**src/rtl/spi_seq_pkg.sv**
```systemverilog
package spi_seq_pkg;
  localparam int INSN_W = 16;

  // opcode values (bits 15:12 of an instruction)
  localparam logic [3:0] OP_SHIFT  = 4'h0;
  localparam logic [3:0] OP_SEL    = 4'h1;
  localparam logic [3:0] OP_SETREG = 4'h2;
  localparam logic [3:0] OP_MISC   = 4'h3;

  // argument A sub-codes
  localparam logic [3:0] REG_DIV    = 4'h0;
  localparam logic [3:0] REG_MODE   = 4'h1;
  localparam logic [3:0] MISC_SYNC  = 4'h0;
  localparam logic [3:0] MISC_PAUSE = 4'h1;

  typedef struct packed {
    logic [3:0] op;
    logic [3:0] a;
    logic [7:0] b;
  } insn_t;

  typedef enum logic [1:0] {
    ST_FETCH,
    ST_LOAD,
    ST_BITS,
    ST_WAIT
  } seq_st_e;
endpackage

```
**src/rtl/spi_seq_tick.sv**
```systemverilog
// Half-period tick generator: one tick every (div+1) cycles while run is high.
module spi_seq_tick #(
  parameter int DIVW = 8
) (
  input  logic            clk,
  input  logic            rst,
  input  logic            run,
  input  logic [DIVW-1:0] div,
  output logic            tick
);
  logic [DIVW-1:0] cnt;

  assign tick = run && (cnt == div);

  always_ff @(posedge clk) begin
    if (rst || !run || tick) cnt <= '0;
    else                     cnt <= cnt + 1'b1;
  end
endmodule

```
**src/rtl/spi_seq_shift.sv**
```systemverilog
// Byte shifter: serial clock, MSB-first data out and data in for both phases.
module spi_seq_shift #(
  parameter int DW = 8
) (
  input  logic          clk,
  input  logic          rst,
  input  logic          load,
  input  logic [DW-1:0] load_byte,
  input  logic          cpha,
  input  logic          tick,
  input  logic          miso,
  input  logic          set_idle,
  input  logic          idle_lvl,
  output logic          sclk,
  output logic          mosi,
  output logic          done,
  output logic [DW-1:0] rx_byte
);
  localparam int NEDGE = 2 * DW;
  localparam int EW    = $clog2(NEDGE);

  logic [EW-1:0] edge_n;
  logic [DW-1:0] tsr;
  logic [DW-1:0] rsr;
  logic          lead;
  logic          last;
  logic          sample;
  logic          shift;

  assign lead    = ~edge_n[0];
  assign last    = (edge_n == EW'(NEDGE - 1));
  assign sample  = tick && (lead ^ cpha);
  assign shift   = tick && !(lead ^ cpha) && !(!cpha && last);
  assign done    = tick && last;
  assign rx_byte = cpha ? {rsr[DW-2:0], miso} : rsr;

  always_ff @(posedge clk) begin
    if (rst) begin
      sclk   <= 1'b0;
      mosi   <= 1'b0;
      edge_n <= '0;
      tsr    <= '0;
      rsr    <= '0;
    end else begin
      if (set_idle)  sclk <= idle_lvl;
      else if (tick) sclk <= ~sclk;

      if (load) begin
        edge_n <= '0;
        if (!cpha) begin
          mosi <= load_byte[DW-1];
          tsr  <= {load_byte[DW-2:0], 1'b0};
        end else begin
          tsr  <= load_byte;
        end
      end else if (tick) begin
        edge_n <= edge_n + 1'b1;
        if (shift) begin
          mosi <= tsr[DW-1];
          tsr  <= {tsr[DW-2:0], 1'b0};
        end
        if (sample) rsr <= {rsr[DW-2:0], miso};
      end
    end
  end
endmodule

```
**src/rtl/spi_seq_core.sv**
```systemverilog
module spi_seq_core
  import spi_seq_pkg::*;
#(
  parameter int DW   = 8,
  parameter int NCS  = 8,
  parameter int DIVW = 8
) (
  input  logic              clk,
  input  logic              rst,
  input  logic              cmd_valid,
  output logic              cmd_ready,
  input  logic [INSN_W-1:0] cmd_data,
  input  logic              tx_valid,
  output logic              tx_ready,
  input  logic [DW-1:0]     tx_data,
  output logic              rx_valid,
  input  logic              rx_ready,
  output logic [DW-1:0]     rx_data,
  output logic              sync_valid,
  output logic [7:0]        sync_id,
  output logic              sclk,
  output logic              mosi,
  output logic              sdo_oe,
  input  logic              miso,
  output logic [NCS-1:0]    cs_n
);
  localparam int WW = 10;  // holds 2*(255+1) half periods

  seq_st_e         state;
  insn_t           ins;
  logic [DIVW-1:0] div_q;
  logic            cpha_q, cpol_q, tw_q;
  logic            wr_q, rd_q;
  logic [7:0]      bytes_left;
  logic [WW-1:0]   wait_left;
  logic            tick, run, byte_go, done;
  logic            set_idle;
  logic [DW-1:0]   rx_byte;

  assign ins       = insn_t'(cmd_data);
  assign cmd_ready = (state == ST_FETCH);
  assign byte_go   = (state == ST_LOAD) && (!wr_q || tx_valid) && !(rd_q && rx_valid);
  assign tx_ready  = byte_go && wr_q;
  assign run       = (state == ST_BITS) || (state == ST_WAIT);
  assign set_idle  = cmd_valid && cmd_ready && (ins.op == OP_SETREG) && (ins.a == REG_MODE);

  spi_seq_tick #(.DIVW(DIVW)) u_tick (
    .clk (clk),
    .rst (rst),
    .run (run),
    .div (div_q),
    .tick(tick)
  );

  spi_seq_shift #(.DW(DW)) u_shift (
    .clk      (clk),
    .rst      (rst),
    .load     (byte_go),
    .load_byte(wr_q ? tx_data : '0),
    .cpha     (cpha_q),
    .tick     (tick && (state == ST_BITS)),
    .miso     (miso),
    .set_idle (set_idle),
    .idle_lvl (ins.b[1]),
    .sclk     (sclk),
    .mosi     (mosi),
    .done     (done),
    .rx_byte  (rx_byte)
  );

  always_ff @(posedge clk) begin
    if (rst) begin
      state      <= ST_FETCH;
      div_q      <= '0;
      cpha_q     <= 1'b0;
      cpol_q     <= 1'b0;
      tw_q       <= 1'b0;
      wr_q       <= 1'b0;
      rd_q       <= 1'b0;
      bytes_left <= '0;
      wait_left  <= '0;
      cs_n       <= '1;
      rx_valid   <= 1'b0;
      rx_data    <= '0;
      sync_valid <= 1'b0;
      sync_id    <= '0;
      sdo_oe     <= 1'b1;
    end else begin
      sync_valid <= 1'b0;
      if (rx_valid && rx_ready) rx_valid <= 1'b0;

      unique case (state)
        ST_FETCH: begin
          if (cmd_valid) begin
            case (ins.op)
              OP_SHIFT: begin
                wr_q       <= ins.a[0];
                rd_q       <= ins.a[1];
                bytes_left <= ins.b;
                sdo_oe     <= !tw_q || ins.a[0];
                state      <= ST_LOAD;
              end
              OP_SEL: begin
                cs_n <= ins.b[NCS-1:0];
                if (ins.a != 4'h0) begin
                  wait_left <= WW'({ins.a, 1'b0});
                  state     <= ST_WAIT;
                end
              end
              OP_SETREG: begin
                if (ins.a == REG_DIV) begin
                  div_q <= DIVW'(ins.b);
                end else if (ins.a == REG_MODE) begin
                  cpha_q <= ins.b[0];
                  cpol_q <= ins.b[1];
                  tw_q   <= ins.b[2];
                  sdo_oe <= !ins.b[2];
                end
              end
              OP_MISC: begin
                if (ins.a == MISC_SYNC) begin
                  sync_valid <= 1'b1;
                  sync_id    <= ins.b;
                end else if (ins.a == MISC_PAUSE) begin
                  wait_left <= WW'((32'(ins.b) + 32'd1) * 32'd2);
                  state     <= ST_WAIT;
                end
              end
              default: ;
            endcase
          end
        end
        ST_LOAD: begin
          if (byte_go) state <= ST_BITS;
        end
        ST_BITS: begin
          if (done) begin
            if (rd_q) begin
              rx_data  <= rx_byte;
              rx_valid <= 1'b1;
            end
            if (bytes_left == 8'd0) begin
              state  <= ST_FETCH;
              sdo_oe <= !tw_q;
            end else begin
              bytes_left <= bytes_left - 1'b1;
              state      <= ST_LOAD;
            end
          end
        end
        ST_WAIT: begin
          if (tick) begin
            wait_left <= wait_left - 1'b1;
            if (wait_left == WW'(1)) state <= ST_FETCH;
          end
        end
        default: state <= ST_FETCH;
      endcase
    end
  end
endmodule

```
**config.mk**
```make
export PLATFORM = sky130hd
export DESIGN_NAME = spi_seq_core
export DESIGN_NICKNAME = d
export VERILOG_FILES = /design/src/rtl/spi_seq_pkg.sv /design/src/rtl/spi_seq_tick.sv /design/src/rtl/spi_seq_shift.sv /design/src/rtl/spi_seq_core.sv
export SDC_FILE = /design/constraint.sdc
export NUM_CORES = 1
export LEC_CHECK = 0
export ABC_AREA = 1
export CORE_UTILIZATION = 24
export DETAILED_ROUTE_END_ITERATION = 10
export GPL_TIMING_DRIVEN = 0
export SLEW_MARGIN = 20
export SYNTH_ARGS = -nofsm -noshare
export SYNTH_HDL_FRONTEND = slang
export SYNTH_SLANG_ARGS = --single-unit
```
**constraint.sdc**
```tcl
create_clock -name clk -period 3.9 [get_ports clk]
set_input_delay 0.78 -clock clk [delete_from_list [all_inputs] [get_ports clk]]
set_output_delay 0.78 -clock clk [all_outputs]
set_load 0.03 [all_outputs]
```
==> flow_metrics.env, run 1 <==
export IMPL_tritoncts="yes"
export IMPL_syn_inst=745
export IMPL_fmax_mhz=296
export IMPL_relSlewSlack_pct=47.2
export IMPL_chipHeight_um=145
export IMPL_final_area_sq_um=6170
export IMPL_syn2layout_area_growth_pct=26.4
export IMPL_drv_cap=0
export IMPL_routabilityCongestion=0.850
export IMPL_dp_hpwl_um=10100
export IMPL_fin_cells=1086
export IMPL_hold_depth=2
export IMPL_avgSynthCellArea_sq_um=6.55
export IMPL_die_x_um=145
export IMPL_wl_per_cell_um=12.2
export IMPL_fin_skew_ns=0.0112
export IMPL_reg2reg_depth=11
export IMPL_internal_power_uw=2080
export IMPL_r2r_start="state[0]$_SDFFE_PP0P_"
export IMPL_via_per_inst=4.35
export IMPL_cts_max_level=3
export IMPL_worstHoldStart="rx_data[1]$_SDFFE_PP0P_"
export IMPL_seq_power_share_pct=35.2
export IMPL_place_inst=1070
export IMPL_ys_seq_area_share_pct=36.5
export IMPL_swShare_pct=34.7
export IMPL_syn_nets=786
export IMPL_worstSkewPairLatency_ns=0.35
export IMPL_netlist_cell_type_count=38
export IMPL_power_frac_comb_pct=32.7
export IMPL_slew_viol_final=0
export IMPL_drive_gt1_share_pct=7.55
export IMPL_crit_type="primary input to output pin"
export IMPL_tightest_slew_ns=0.789
export IMPL_antenna_left=0
export IMPL_clockBufferDepth=2
export IMPL_io_pins=61
export IMPL_drt_drc_violations_left=0
export IMPL_min_path_type="flip-flop to flip-flop"
export IMPL_busiest_layer="met2"
export IMPL_power_density_nw_per_um2=517
export IMPL_cts_resized=0
export IMPL_p_switching_uw=1110
export IMPL_cts_root_buf="clkbuf_16"
export IMPL_numCtsBuffers=9
export IMPL_grt_ovfl_total=0
export IMPL_use_met2_pct=22.0
export IMPL_start_util_pct=24.8
export IMPL_grt_total_usage_pct=13.6
export IMPL_fin_hold_ws_ns=0.444
export IMPL_syn_cell_area_sq_um=4880
export IMPL_die_area_sq_um=20900
export IMPL_ys_seq_elements=89
export IMPL_crit_required_ns=3.12
export IMPL_use_met1_pct=17.3
export IMPL_reg2reg_to="bytes_left[0]$_SDFFE_PP0P_"
export IMPL_path_clk_slew_ns=0.06
export IMPL_cts_setup_buffers=0
export IMPL_rsz0062_at_grt="no"
export IMPL_end_kind="output pin"
export IMPL_hold_end="rx_data[1]$_SDFFE_PP0P_"
export IMPL_vias=4724
export IMPL_r2r_slack_ns=1.92
export IMPL_outcome="completed"
export IMPL_arrival_ns=2.59
export IMPL_placed_cell_area_sq_um=5820
export IMPL_grt_antenna_before_repair=0
export IMPL_finalSetupViolCount=0
export IMPL_cts_hold_fix_buffers=0
export IMPL_clkPwrFrac_pct=32.1
export IMPL_fin_tns_setup_ns=0
export IMPL_use_met3_pct=2.81
export IMPL_grt_max_degree=15
export IMPL_finalCritPeriodShare_pct=86.5
export IMPL_clkSinkCount=89
export IMPL_grt_pass1_vias=4337
export IMPL_first_pass_iters=5
export IMPL_leakage_uw=0.00273
export IMPL_rows=51
export IMPL_portBuffers=60
export IMPL_antenna_cells=0
export IMPL_yosysWarnings=0
export IMPL_grt_pass1_wl_um=21700
export IMPL_drtIter0Drc=419
export IMPL_design_core_area_sq_um=19700
export IMPL_drt_total_wl_um=13200
export IMPL_fin_nets=857
export IMPL_start_kind="primary input"
export IMPL_hold_viol=0
export IMPL_vdd_drop_max_uv=201
export IMPL_fin_crit_ns=3.37
export IMPL_crit_path_max_fanout=10
==> power by group through the flow <==
stage,clock (uW),combinational (uW),sequential (uW)
3_5_place_dp,0,1040,1140
2_1_floorplan,0,755,1160
5_1_grt,1080,1210,1140
6_report,1020,1040,1120
4_1_cts,1050,1050,1120
3_3_place_gp,0,1040,1140
==> logic make-up (layout without fill, tap and decap cells) <==
family / count (synthesis) / after routing / share of synthesized area, %
buffers and inverters: 126 / 202 / 10.6
adder cells (fa/ha/maj): 11 / 11 / 2.82
AND/OR/NAND/NOR: 361 / 361 / 32.0
XOR/XNOR: 9 / 9 / 1.61
flip-flops: 89 / 89 / 36.5
AO/OA/AOI/OAI: 149 / 149 / 16.5
==> sequential cells by signal (all words and copies together), names as in the netlist <==
signal          count
wait_left          10
bytes_left          8
cs_n                8
div_q               8
rx_data             8
sync_id             8
u_shift.rsr         8
u_shift.tsr         8
u_tick.cnt          8
u_shift.edge_n      4
state               2
cpha_q              1
rd_q                1
rx_valid            1
sdo_oe              1
sync_valid          1
tw_q                1
u_shift.mosi        1
u_shift.sclk        1
wr_q                1
==> synthesized netlist by cell type (all sizes together) <==
library cell	instances	area share (%)
a211oi	1	0.26
a21boi	1	0.15
a21oi	60	6.1
a22oi	1	0.15
a31oi	3	0.38
buf	14	2.0
clkbuf	12	0.92
clkinv	2	0.15
dfxtp	89	36
ha	11	2.8
inv	98	7.5
nand2	199	16
nand3	47	5.5
nand3b	1	0.15
nand4	3	0.38
nor2	100	8.8
nor3	8	0.82
nor3b	2	0.31
o211ai	10	1.5
o21a	1	0.15
o21ai	69	7.3
o22ai	3	0.38
or2	1	0.13
xnor2	3	0.54
xor2	6	1.1
==> per-layer routing <==
| layer | routed length (um) | vias to the layer above |
|---|---|---|
| met4 | 357 | 0 |
| li1 | - | 2517 |
| met1 | 6290 | 2093 |
| met2 | 6110 | 92 |
| met3 | 480 | 22 |
| met5 | 0 | - |
==> area by class of cell <==
cell class / count / area (sq um)
plain buffers: 26 / 143
clock buffers: 12 / 256
clock inverters: 4 / 98.8
fillers: 2129 / 13500
inverters: 100 / 375
multi-input cells: 530 / 2580
flip-flops and latches: 89 / 1780
well taps: 265 / 332
repair buffers: 60 / 601
==> worst max-delay path, stage by stage <==
cell and delay [ns]:
clkdlybuf4s50_1 0.47, nor2_1 0.05, nor2_2 0.23, buf_2 0.27, nand2_1 0.07, inv_1 0.06
clkdlybuf4s50_1 0.66
==> worst max path at each step <==
stage	from	to	slack (ns)
floorplan	tx_valid	tx_ready	1.66
global placement	tx_valid	tx_ready	0.53
detailed placement	tx_valid	tx_ready	0.53
CTS	tx_valid	tx_ready	0.53
global route	tx_valid	tx_ready	0.41
finish	tx_valid	tx_ready	0.53
==> metrics by stage <==
step | util, % | total power [uW] | setup slack, ns
finish | 31.3 | 3190 | 0.527
floorplan | - | 1910 | 1.66
detailed placement | 29.5 | 2190 | 0.528
global placement | 29.5 | 2180 | 0.528
CTS | 31.3 | 3220 | 0.526
global route | 31.3 | 3430 | 0.414
==> cells in the final DEF, fill, tap and decap left out, types with 3 or more instances in the layout <==
cell type,Yosys,routed
a21oi_1,60,60
nor2_2,3,3
inv_1,86,86
o211ai_1,10,10
buf_6,3,3
nor2_1,93,93
inv_2,12,12
nor3_1,8,8
o21ai_0,63,63
clkbuf_16,0,9
bufinv_16,0,3
nand4_1,3,3
nand2_2,8,8
buf_4,4,4
xor2_1,6,6
nand2_1,190,190
o21ai_1,5,5
nand3_1,43,43
a31oi_1,3,3
buf_2,6,6
dfxtp_1,89,89
xnor2_1,3,3
ha_1,11,11
clkdlybuf4s50_1,0,60
o22ai_1,3,3
clkbuf_1,12,13
Power figures use the tool's default switching activity.
==> inputs of run 2 (changes only) <==
--- a/config.mk
+++ b/config.mk
@@ -7,9 +7,12 @@
 export LEC_CHECK = 0
 export ABC_AREA = 1
 export CORE_UTILIZATION = 24
+export CTS_CLUSTER_SIZE = 14
 export DETAILED_ROUTE_END_ITERATION = 10
 export GPL_TIMING_DRIVEN = 0
+export PLACE_DENSITY = 0.42
 export SLEW_MARGIN = 20
 export SYNTH_ARGS = -nofsm -noshare
 export SYNTH_HDL_FRONTEND = slang
 export SYNTH_SLANG_ARGS = --single-unit
+export TNS_END_PERCENT = 10
==> run 2 against run 1 <==
Die area unchanged. Clock power down 8%. Largest cell class unchanged. Via count down 0.44%. Global-route usage up 1.4 points. Combinational power barely moved. Critical endpoint unchanged. Non-clock buffer count did not move. Maximum frequency increased by 0.12%. Sequential share of layout area grew 0.20 points. Utilization decreased by 0.22 points. Sequential power about the same.
==> flow_metrics.env, run 2 (same netlist as run 1, synthesis figures left out) <==
export IMPL_outcome="completed"
export IMPL_worstSetupPathDepth=7
export IMPL_worstSkewPairLatency_ns=0.35
export IMPL_tritoncts="yes"
export IMPL_clockBufferDepth=2
export IMPL_drive_gt1_share_pct=7.43
export IMPL_rows=51
export IMPL_vias=4703
export IMPL_grt_pass1_vias=4333
export IMPL_antenna_left=0
export IMPL_clkSinkCount=89
export IMPL_regMostFlops="wait_left"
export IMPL_first_pass_iters=5
export IMPL_hold_viol=0
export IMPL_drt_drc_violations_left=0
export IMPL_critPathBufInv=4
export IMPL_placed_cell_area_sq_um=5820
export IMPL_start_kind="primary input"
export IMPL_final_area_sq_um=6130
export IMPL_critPathTopFamily="buffers and inverters"
export IMPL_arrival_ns=2.59
export IMPL_critPathSlowestCell="clkdlybuf4s50_1"
export IMPL_grt_antenna_before_repair=0
export IMPL_die_x_um=145
export IMPL_design_core_area_sq_um=19700
export IMPL_layout_commonest_cell="nand2_1"
export IMPL_slew_viol_final=0
export IMPL_slowest_delay_ns=0.65
export IMPL_drtIter0Drc=222
export IMPL_largest_register_ffs=10
export IMPL_antenna_cells=0
export IMPL_cts_max_level=3
export IMPL_wl_met2_um=6530
export IMPL_cts_setup_buffers=0
export IMPL_grt_total_usage_pct=15.0
export IMPL_path_clk_slew_ns=0.06
export IMPL_crit_chain="clkdlybuf4s50_1 > nor2_1 > nor2_2 > buf_2 > nand2_1 > inv_1 > clkdlybuf4s50_1"
export IMPL_leakage_uw=0.00271
export IMPL_syn2layout_area_growth_pct=25.5
export IMPL_cts_resized=0
export IMPL_routabilityCongestion=0.782
export IMPL_grt_pass1_wl_um=23300
export IMPL_finalPower_uw=3130
export IMPL_start_util_pct=24.8
export IMPL_die_area_sq_um=20900
export IMPL_portBuffers=60
export IMPL_vdd_drop_max_uv=197
export IMPL_crit_required_ns=3.12
export IMPL_grt_max_degree=15
export IMPL_crit_path_max_fanout=10
export IMPL_power_density_nw_per_um2=511
export IMPL_met1_length_um=7570
export IMPL_drt_total_wl_um=14600
export IMPL_numCtsBuffers=9
export IMPL_met3_length_um=294
export IMPL_grt_ovfl_total=0
export IMPL_finalSetupViolCount=0
export IMPL_top_layer_used="met4"
export IMPL_setup_ws_ns=0.531
export IMPL_cts_root_buf="clkbuf_16"
export IMPL_min_path_type="flip-flop to flip-flop"
export IMPL_relSlewSlack_pct=41.9
export IMPL_fin_nets=857
export IMPL_end_kind="output pin"
export IMPL_crit_type="primary input to output pin"
export IMPL_finalCritPeriodShare_pct=86.4
export IMPL_fin_tns_setup_ns=0
export IMPL_post_place_ws_ns=0.495
export IMPL_reg2reg_depth=9
export IMPL_tightest_slew_ns=0.867
export IMPL_wl_per_cell_um=13.5
export IMPL_dp_hpwl_um=11100
export IMPL_drv_cap=0
export IMPL_crit_top_cell="clkdlybuf4s50_1"
export IMPL_via_per_inst=4.33
export IMPL_io_pins=61
export IMPL_final_cell_mix="nand2_1 (190), nor2_1 (93), dfxtp_1 (89)"
export IMPL_fmax_mhz=297
export IMPL_chipHeight_um=145
export IMPL_cts_hold_fix_buffers=0
export IMPL_fin_skew_ns=0.00729
export IMPL_rsz0062_at_grt="no"
export IMPL_hold_depth=2
export IMPL_fin_crit_ns=3.37
-- run 2: cell types whose count changed in the layout (fill, tap and decap cells not counted), sizes merged --
cell,previous run,this run
clkinvlp,0,2
clkbuf,24,23
bufinv,3,2
-- run 2: where the power goes --
part	total [uW]	internal, uW	switching [uW]
registers	1120	1040	83.8
clock network	943	561	382
logic	1070	382	686
total	3130	1980	1150
-- run 2: layout make-up --
type                       instances  area (sq um)
fill                            2120         13600
timing repair buffer              60           601
tap                              265           332
clock inverter                     5          80.1
buffer                            26           143
multi-input combinational        530          2580
inverter                         100           375
clock buffer                      11           233
sequential                        89          1780
-- run 2: final timing paths --
check	startpoint	end	slack (ns)
min reg2reg	rx_data[4]$_SDFFE_PP0P_	rx_data[4]$_SDFFE_PP0P_	0.45
min	rx_data[4]$_SDFFE_PP0P_	rx_data[4]$_SDFFE_PP0P_	0.45
max	tx_valid	tx_ready	0.53
max reg2reg	state[0]$_SDFFE_PP0P_	div_q[7]$_SDFFE_PP0P_	1.84
-- run 2: routing by layer --
metal	vias up	GRT usage, %
li1	2521	-
met1	2121	20.7
met2	49	23.2
met3	12	1.99
met4	0	6.04
met5	-	0
-- run 2: worst min-delay path, stage by stage (launching register included) --
cell     delay, ns
dfxtp_1       0.31
inv_1         0.04
a21oi_1       0.05
-- run 2: through the flow --
stage | std cells | utilization, % | hold slack, ns
final | 1086 | 31.1 | 0.446
after global routing | 1086 | 31.1 | 0.472
after CTS | 1086 | 31.1 | 0.453
after detailed placement | 1070 | 29.5 | 0.441
after global placement | 1070 | 29.5 | 0.441
after floorplan | 745 | - | 0.440
